`config.mk`:
```
export PLATFORM = sky130hd
export DESIGN_NAME = frame_rx_dma_buf
export DESIGN_NICKNAME = d
export VERILOG_FILES = /design/src/rtl/frb_pkg.sv /design/src/rtl/frb_ctrl.sv /design/src/rtl/frb_datapath.sv /design/src/rtl/frame_rx_dma_buf.sv
export SDC_FILE = /design/constraint.sdc
export NUM_CORES = 1
export LEC_CHECK = 0
export BUFFER_PORTS_ARGS = -buffer_cell sky130_fd_sc_hd__buf_2
export CORE_ASPECT_RATIO = 1.4
export CORE_MARGIN = 1.5
export CORE_UTILIZATION = 45
export CTS_BUF_LIST = sky130_fd_sc_hd__clkbuf_2
export DETAILED_ROUTE_END_ITERATION = 7
export PLACE_DENSITY = 0.66
export SYNTH_ARGS = -nofsm -noshare
export SYNTH_HDL_FRONTEND = slang
export SYNTH_SLANG_ARGS = --single-unit
```
`constraint.sdc`:
```
create_clock -name clk -period 6.4 [get_ports clk]
set_clock_uncertainty 0.2 [all_clocks]
set_input_delay 0.32 -clock clk [delete_from_list [all_inputs] [get_ports clk]]
set_output_delay 0.32 -clock clk [all_outputs]
set_load 0.05 [all_outputs]
```
`src/rtl/frb_pkg.sv`:
```
package frb_pkg;
  localparam int unsigned WordW        = 32;
  localparam int unsigned ByteW        = 8;
  localparam int unsigned LanesPerWord = WordW / ByteW;
  localparam int unsigned LaneW        = $clog2(LanesPerWord);

  typedef logic [LaneW-1:0] lane_t;

  // strobes from the control unit to the datapath
  typedef struct packed {
    logic  restart;
    logic  acceptByte;
    lane_t lane;
    logic  wordDone;
    logic  loadFromStage;
    logic  loadFromNew;
    logic  stageLoadNew;
    logic  lenLoad;
  } dp_ctrl_t;
endpackage

```
`src/rtl/frb_ctrl.sv`:
```
module frb_ctrl
  import frb_pkg::*;
#(
  parameter int unsigned FRAME_WORDS = 8,
  localparam int unsigned MaxBytes = FRAME_WORDS * LanesPerWord,
  localparam int unsigned LenW = $clog2(MaxBytes + 1)
) (
  input  logic            clk,
  input  logic            rstN,
  input  logic            byteValid,
  input  logic            frameStart,
  input  logic            frameEnd,
  input  logic            dmaEnable,
  input  logic            bufferMode,
  input  logic            wordRead,
  input  logic            fullClear,
  output dp_ctrl_t        ctrl,
  output logic [LenW-1:0] byteCount,
  output logic            dmaReq,
  output logic            rdAck,
  output logic            fullFlag,
  output logic            overrun
);
  logic  active, closeFrame, byteReq, dropByte, readNow, drain, wordLost;
  logic  readyFlag, stageValid;
  lane_t lane;

  always_comb begin
    active     = dmaEnable & ~bufferMode;
    byteReq    = active & byteValid & ~frameStart & ~frameEnd;
    closeFrame = active & frameEnd & ~frameStart & ~fullFlag;
    dropByte   = byteReq & fullFlag;
    dmaReq     = readyFlag & active;
    readNow    = wordRead & dmaReq;
    drain      = ~readyFlag | readNow;

    ctrl.restart    = active & frameStart;
    ctrl.acceptByte = byteReq & ~fullFlag & (byteCount < LenW'(MaxBytes));
    ctrl.lane       = lane;
    ctrl.wordDone   = (ctrl.acceptByte & (lane == lane_t'(LanesPerWord - 1)))
                    | (closeFrame & (lane != '0));
    ctrl.loadFromStage = stageValid & drain;
    ctrl.loadFromNew   = ctrl.wordDone & ~stageValid & drain;
    ctrl.stageLoadNew  = ctrl.wordDone & (stageValid ? drain : ~drain);
    ctrl.lenLoad       = closeFrame;
    wordLost = ctrl.wordDone & stageValid & ~drain;
  end

  always_ff @(posedge clk) begin
    if (!rstN) begin
      lane       <= '0;
      byteCount  <= '0;
      readyFlag  <= 1'b0;
      stageValid <= 1'b0;
      fullFlag   <= 1'b0;
      overrun    <= 1'b0;
      rdAck      <= 1'b0;
    end else begin
      if (ctrl.restart || closeFrame) begin
        lane      <= '0;
        byteCount <= '0;
      end else if (ctrl.acceptByte) begin
        lane      <= lane + 1'b1;
        byteCount <= byteCount + 1'b1;
      end
      readyFlag  <= (readyFlag & ~readNow) | ctrl.loadFromStage | ctrl.loadFromNew;
      stageValid <= (stageValid & ~drain) | ctrl.stageLoadNew;
      if (closeFrame)         fullFlag <= 1'b1;
      else if (fullClear)     fullFlag <= 1'b0;
      if (dropByte || wordLost) overrun <= 1'b1;
      else if (fullClear)       overrun <= 1'b0;
      rdAck <= readNow;
    end
  end

  a_r4_read_consumes: assert property (@(posedge clk) disable iff (!rstN)
    readNow && !stageValid && !ctrl.wordDone |=> !readyFlag);
  a_r5_stage_behind_data: assert property (@(posedge clk) disable iff (!rstN)
    stageValid |-> readyFlag);
  a_r6_count_cap: assert property (@(posedge clk) disable iff (!rstN)
    byteCount <= LenW'(MaxBytes));
  a_r7_full_from_end: assert property (@(posedge clk) disable iff (!rstN)
    $rose(fullFlag) |-> $past(frameEnd));
  a_r9_clear_full: assert property (@(posedge clk) disable iff (!rstN)
    fullClear && fullFlag |=> !fullFlag);
  a_r10_drop_overrun: assert property (@(posedge clk) disable iff (!rstN)
    dropByte |=> overrun);
endmodule

```
`src/rtl/frb_datapath.sv`:
```
module frb_datapath
  import frb_pkg::*;
#(
  parameter int unsigned LEN_W = 6
) (
  input  logic             clk,
  input  logic             rstN,
  input  logic [ByteW-1:0] byteData,
  input  dp_ctrl_t         ctrl,
  input  logic [LEN_W-1:0] byteCount,
  output logic [WordW-1:0] rdData,
  output logic [LEN_W-1:0] payloadLen
);
  logic [WordW-1:0] packReg, newWord, stageReg;

  always_comb begin
    newWord = packReg;
    if (ctrl.acceptByte) newWord[ctrl.lane*ByteW +: ByteW] = byteData;
  end

  always_ff @(posedge clk) begin
    if (!rstN) begin
      packReg    <= '0;
      stageReg   <= '0;
      rdData     <= '0;
      payloadLen <= '0;
    end else begin
      if (ctrl.restart || ctrl.wordDone) packReg <= '0;
      else if (ctrl.acceptByte)          packReg <= newWord;
      if (ctrl.stageLoadNew) stageReg <= newWord;
      if (ctrl.loadFromStage)    rdData <= stageReg;
      else if (ctrl.loadFromNew) rdData <= newWord;
      if (ctrl.lenLoad) payloadLen <= byteCount;
    end
  end

  a_r11_restart_clears_pack: assert property (@(posedge clk) disable iff (!rstN)
    ctrl.restart |=> packReg == '0);
  a_r7_len_latch: assert property (@(posedge clk) disable iff (!rstN)
    ctrl.lenLoad |=> payloadLen == $past(byteCount));
  a_r7_len_hold: assert property (@(posedge clk) disable iff (!rstN)
    !ctrl.lenLoad |=> $stable(payloadLen));
endmodule

```
`src/rtl/frame_rx_dma_buf.sv`:
```
module frame_rx_dma_buf
  import frb_pkg::*;
#(
  parameter int unsigned FRAME_WORDS = 8,
  localparam int unsigned LenW = $clog2(FRAME_WORDS * LanesPerWord + 1)
) (
  input  logic             clk,
  input  logic             rstN,
  input  logic             byteValid,
  input  logic [ByteW-1:0] byteData,
  input  logic             frameStart,
  input  logic             frameEnd,
  input  logic             dmaEnable,
  input  logic             bufferMode,
  input  logic             irqEnable,
  input  logic             wordRead,
  input  logic             fullClear,
  output logic [WordW-1:0] rdData,
  output logic             rdAck,
  output logic             dmaReq,
  output logic             fullFlag,
  output logic             overrun,
  output logic             irq,
  output logic [LenW-1:0]  payloadLen
);
  dp_ctrl_t        ctrl;
  logic [LenW-1:0] byteCount;

  frb_ctrl #(.FRAME_WORDS(FRAME_WORDS)) ctrl_i (
    .clk(clk), .rstN(rstN), .byteValid(byteValid), .frameStart(frameStart),
    .frameEnd(frameEnd), .dmaEnable(dmaEnable), .bufferMode(bufferMode),
    .wordRead(wordRead), .fullClear(fullClear), .ctrl(ctrl),
    .byteCount(byteCount), .dmaReq(dmaReq), .rdAck(rdAck),
    .fullFlag(fullFlag), .overrun(overrun)
  );

  frb_datapath #(.LEN_W(LenW)) dp_i (
    .clk(clk), .rstN(rstN), .byteData(byteData), .ctrl(ctrl),
    .byteCount(byteCount), .rdData(rdData), .payloadLen(payloadLen)
  );

  assign irq = fullFlag & irqEnable;

  a_r4_data_hold: assert property (@(posedge clk) disable iff (!rstN)
    dmaReq && !wordRead |=> $stable(rdData));
  a_r4_ack_follows_read: assert property (@(posedge clk) disable iff (!rstN)
    rdAck |-> $past(wordRead));
endmodule

```
Yosys cells after proc, flatten, opt, wreduce, memory -nomap -nowiden
Index checks and enable logic that the tools add are counted.
- memories: 0
- bits in latches: 0
- register bits after elaboration: 115
- ROM bits: 0
- word-level logic and storage cells: 73
- RAM bits: 0
- input port bits: 18
- bitwise logic cells: 38
- multiply operators: 0
- shift operators: 2
- magnitude comparators: 1
- reduce and logical (&&, ||, !) cells: 9
- add/subtract/negate cells: 3
- multiplexer cells: 8
- equality and inequality tests: 1
- div/mod/pow operators: 0
- operator list (operator ; number):
    32-bit two-way mux ; 3
    5-bit negator with 34-bit output ; 1
    8-bit by 34-bit variable shift with 32-bit output (first input constant) ; 1
    8-bit by 34-bit variable part select with 32-bit output ; 1
    32-bit bitwise mux ; 1
    1-bit AND ; 24
    1-bit NOT ; 9
    2-bit nonzero test ; 4
    6-bit by 1-bit adder with 6-bit output (second input constant) ; 1
    6-bit less-than comparator (second input constant) ; 1
    1-bit OR ; 5
    1-bit two-way mux ; 4
    2-bit OR reduction ; 2
    1-bit logical OR ; 3
    2-bit by 1-bit adder with 2-bit output (second input constant) ; 1
    2-bit equality test (second input constant) ; 1

Longest topological paths before layout
- depth after elaboration: 13
- depth in mapped cells: 9
- mapped depth without buffers: 8

Hierarchy
From an unflattened synthesis, not the netlist that was laid out.
- cell total of the unflattened synthesis: 548
- area, all modules: 5086.1 um^2
- modules (own cells, without submodules) (module ; seq. area each (um^2) ; area each (um^2) ; times used ; cells an instance):
    frb_datapath ; 2042.0 ; 4321.6 ; 1 ; 457
    frb_ctrl ; 260.2 ; 758.2 ; 1 ; 90
    frame_rx_dma_buf ; 0.0 ; 6.3 ; 1 ; 1

Worst setup path before layout
No wires, ideal clock.
- path type: flip-flop to flip-flop
- from: register ctrl_i.fullFlag
- to: register dp_i.rdData[0]
- path slack: 4.077 ns
- setup time: 0.058 ns
- data arrival time: 2.065 ns
- period minus slack after synthesis: 2.323 ns
- required time: 6.142 ns
- cell stages (with the launch flop): 8
- cell sequence: dfxtp_1 -> nor4b_4 -> nand3_2 -> buf_6 -> a2111o_1 -> buf_6 -> nor2_1 -> a221o_2
- word-level cells in the longest chain between the ends: 8
- elaborated cells between the ends (all ways): 13
- ends and longest elaborated chain (what ; RTL line ; source):
    from (decl) ; frb_ctrl.sv:21 ; output logic fullFlag,
    from (signal assigned) ; frb_ctrl.sv:55 ; fullFlag <= 1'b0;
    from (signal assigned) ; frb_ctrl.sv:68 ; if (closeFrame) fullFlag <= 1'b1;
    from (signal assigned) ; frb_ctrl.sv:69 ; else if (fullClear) fullFlag <= 1'b0;
    1-bit NOT * ; frb_ctrl.sv:31, frb_ctrl.sv:38 ;
    1-bit AND (2 in series) ; frb_ctrl.sv:38 ; ctrl.acceptByte = byteReq & ~fullFlag & (byteCount < LenW'(MaxBytes));
    1-bit AND ; frb_ctrl.sv:40 ; ctrl.wordDone = (ctrl.acceptByte & (lane == lane_t'(LanesPerWord - 1)))
    1-bit OR ; frb_ctrl.sv:41 ; | (closeFrame & (lane != '0));
    1-bit AND (2 in series) ; frb_ctrl.sv:43 ; ctrl.loadFromNew = ctrl.wordDone & ~stageValid & drain;
    2-bit nonzero test (no source line) ; n/a ;
    to (signal assigned) ; frb_datapath.sv:31 ; if (ctrl.loadFromStage) rdData <= stageReg;
    to (signal assigned) ; frb_datapath.sv:32 ; else if (ctrl.loadFromNew) rdData <= newWord;
    to (decl) ; frb_datapath.sv:11 ; output logic [WordW-1:0] rdData,
Mark *: on every way between the ends. The rest lies on a longest branch, timed or not. The select of a mux whose other input is x is not followed.
A chain may end at the register's enable or synchronous reset.

Worst setup path in the final report
- from: input port bufferMode
- to: register dp_i.rdData[8]
- word-level cells in the longest chain between the ends: 12
- elaborated cells between the ends (all ways): 23
- ends and longest elaborated chain (what ; RTL line ; source):
    from (decl) ; frame_rx_dma_buf.sv:14 ; input logic bufferMode,
    1-bit NOT * ; frb_ctrl.sv:29 ; active = dmaEnable & ~bufferMode;
    1-bit AND * ; frb_ctrl.sv:29 ;
    1-bit AND (3 in series) ; frb_ctrl.sv:30 ; byteReq = active & byteValid & ~frameStart & ~frameEnd;
    1-bit AND (2 in series) ; frb_ctrl.sv:38 ;
    1-bit AND ; frb_ctrl.sv:40 ;
    1-bit OR ; frb_ctrl.sv:41 ;
    1-bit AND (2 in series) ; frb_ctrl.sv:43 ;
    2-bit nonzero test (no source line) ; n/a ;
Marked as above.

==> metrics.md <==
| Metric | Value |
|---|---|
| FILL cells | `873` |
| Max Slew Vio Count | `0` |
| Die area | `10500 um^2` |
| Leakage | `2.35 nW` |
| Max H-tree Level | `4` |
| Largest net degree at the start of global routing | `33` |
| Count leader, synth | `dfxtp_1` |
| TNS Setup | `0 ns` |
| Inst Count DP | `approximately 600` |
| Hold Path Sink | `ctrl_i.overrun$_SDFFE_PN0P_` |
| Post-CTS Setup Repair Bufs | `0` |
| First DRT Iteration DRCs | `between 150 and 200` |
| Clk buf depth | `2` |
| CTS tree | `yes` |
| Row count | `42` |
| Worst min path class | `primary input to flip-flop` |
| R2r setup slk | `3.47 ns` |
| Initial antenna violation count | `1` |
| Maxcap violations | `0` |
| Yosys top cell by area | `dfxtp_1` |
| Fin util | `between 50% and 60%` |
| Hold Vio Cnt, Final | `0` |
| RSZ-0062 raised after global routing | `false` |
| Post-Syn Area | `around 4400 um^2` |
| Post-route insts no fill | `around 640` |
| DRC errors left | `0` |
| Worst VDD drop | `between 0.2 and 0.25 mV` |
| Arr. time, crit path | `about 3.4 ns` |
| Status | `complete, no violations` |
| Clk Tree Root Cell | `clkbuf_2` |
| Initial Util | `between 40% and 50%` |
| Part of the Yosys area used for sequential elements | `between 50 and 60%` |
| Final setup vio count | `0` |
| Core Region | `roughly 9500 um^2` |
| Syn nets | `approximately 440` |
| Synth top cells by count | `dfxtp_1, nor2_1, mux2i_1` |
| Cells after Synth | `between 400 and 500` |
| Synth Area per Inst | `approximately 11 um^2` |
| Die X | `87.0 um` |
| Worst R2R Start | `ctrl_i.byteCount[5]$_SDFFE_PP0N_` |
| Total gr overflow | `0` |
| CP Capture Type | `flip-flop` |
| R2r worst-path depth | `5` |
| Ys Warns | `0` |
| Drt total wl | `9880 um` |
| Yosys top cell area share | `around half` |
| Max_slew headroom | `between 10% and 20%` |
| Setup CP Type | `primary input to flip-flop` |
| Synth top area cells | `dfxtp_1, mux2i_1, o2bb2ai_1, nor2_1, a221o_2` |
| Worst-margin pin slew | `approximately 1.2 ns` |
| Final instance area | `approximately 5300 um^2` |
| Routed WL per cell | `between 15 and 20 um` |
| Achievable Freq | `329 MHz` |
| GR Util All Layers | `between 20% and 30%` |
| Min cycle time layout | `roughly 3.0 ns` |
| Area growth syn-to-layout | `18.3%` |
| Drt pass-1 iters | `4` |
| Worst hold stages | `4` |
| Number of synthesized flops with an enable pin | `0` |
| Area after DPL | `4840 um^2` |
| Synth Register Bits | `roughly 120` |
| First-pass GRT wire length | `16000 um` |
| Share of cells above drive strength 1 | `25.5%` |
| CP Max Fanout | `32` |
| Nets | `520` |
| Clock Latency Late Sink | `0.65 ns` |
| Post-synth cell types | `33` |
| CP startpoint kind | `primary input` |
| CTS Sinks | `between 100 and 150` |
| Port bufs | `60` |
| Primary FF master, synth | `dfxtp_1` |
| I/O Pins | `61` |
| DPL Wire Length | `6360 um` |
| Final weighted congestion in routability-driven placement | `~0.76` |
| Ys async rst share | `0%` |
| Fin crit share | `between 40% and 50%` |
| Die Span Y | `121 um` |
| R2R Path End | `dp_i.rdData[8]$_SDFFE_PN0P_` |
| Power per Cell Area | `240 nW/um^2` |
| Total CTS buffers | `17` |
| Vias in the first global route | `3264` |
| DR vias/cell | `between 5 and 6` |
| Hold Startpoint | `dmaEnable` |
| Required time of the critical path | `about 6.7 ns` |
| Antenna-violating nets left | `0` |
| Via count | `3330` |
| Clock transition at path regs | `0.18 ns` |
==> flip-flops by register name (all words and copies together) (netlist names), 2 cells and up <==
signal            count
ctrl_i.byteCount      6
ctrl_i.lane           2
dp_i.packReg         32
dp_i.payloadLen       6
dp_i.rdData          32
dp_i.stageReg        32
==> timing repair <==
action | 4_1_cts | 5_1_grt
hold buffers | 16 | 0
resized for setup | 0 | 0
endpoints found under the hold margin | 93 | 0
==> critical path, cell delays in order <==
cell and delay, ns:
dlygate4sd3_1 0.53, buf_2 0.14, nor2b_1 0.33, nand2_1 0.10, nand2_1 0.18, ha_1 0.20, nand2b_1 0.16, a2111o_1 0.96
nor2_1 0.12, a221o_2 0.33
==> cells by family (layout without fill, tap and decap cells) <==
kind of cell             count (synthesis)  in the layout  share of synthesized area [%]
flip-flops                             115            115                           51.8
buffers and inverters                   27            118                           2.96
other                                    0              1                              0
AND/OR/NAND/NOR                        146            146                           17.0
multiplexers                            39             39                           8.79
adder cells (fa/ha/maj)                  9              9                           2.54
XOR/XNOR                                 5              5                          0.986
AO/OA/AOI/OAI                           74             74                           15.9
==> routing by layer <==
layer / share of wire [%] / vias up / track usage [%]
met5: 0 / - / 0
met4: 1.1 / 0 / 7.76
met3: 5.0 / 8 / 5.87
met2: 50 / 90 / 34.2
met1: 44 / 1585 / 23.7
li1: - / 1647 / -
==> metrics by stage <==
step	power [mW]	hold slack, ns	setup slack [ns]
final	1.26	0.0944	3.36
after global routing	1.32	0.0640	3.21
after global placement	0.775	0.245	3.39
after CTS	1.28	0.0226	3.42
after detailed placement	0.775	0.249	3.26
after floorplan	0.757	0.233	4.08
==> report_power, final <==
part	leakage (nW)	internal (mW)	switching [mW]
registers	0.926	0.718	0.000832
logic	1.27	0.0190	0.0295
clock network	0.155	0.214	0.280
==> layout by cell type (no fill, tap or decap), drive strengths merged, types with 2 or more instances in the layout <==
cell type / instances
xor2: 3
nor2b: 8
and3: 2
a21oi: 2
o2bb2ai: 32
a221o: 32
bufinv: 3
dfxtp: 115
ha: 9
clkbuf: 17
dlygate4sd3: 16
and2: 36
clkinv: 11
nand2: 6
inv: 5
buf: 65
nand4: 3
mux2i: 39
nor3b: 4
nor2: 74
nand3: 9
a21boi: 4
xnor2: 2
==> area by class of cell <==
type	count	area (um^2)	area share [%]
flip-flops and latches	115	2300	43.8
multi-input cells	273	2020	38.4
repair buffers	81	498	9.47
clock inverters	15	166	3.17
well taps	132	165	3.14
clock buffers	17	85.1	1.62
inverters	5	18.8	0.357
diodes	1	2.50	0.0476
==> worst max-delay path by stage <==
| stage | from | end | depth (start not counted) |
|---|---|---|---|
| finish | bufferMode | dp_i.rdData[8]$_SDFFE_PN0P_ | 10 |
| global route | bufferMode | dp_i.rdData[17]$_SDFFE_PN0P_ | 10 |
| CTS | bufferMode | dp_i.rdData[8]$_SDFFE_PN0P_ | 10 |
| detailed placement | bufferMode | dp_i.rdData[8]$_SDFFE_PN0P_ | 9 |
| global placement | bufferMode | dp_i.rdData[8]$_SDFFE_PN0P_ | 9 |
| floorplan | ctrl_i.fullFlag$_SDFFE_PN0P_ | dp_i.rdData[0]$_SDFFE_PN0P_ | 7 |
Power figures use the tool's default switching activity.
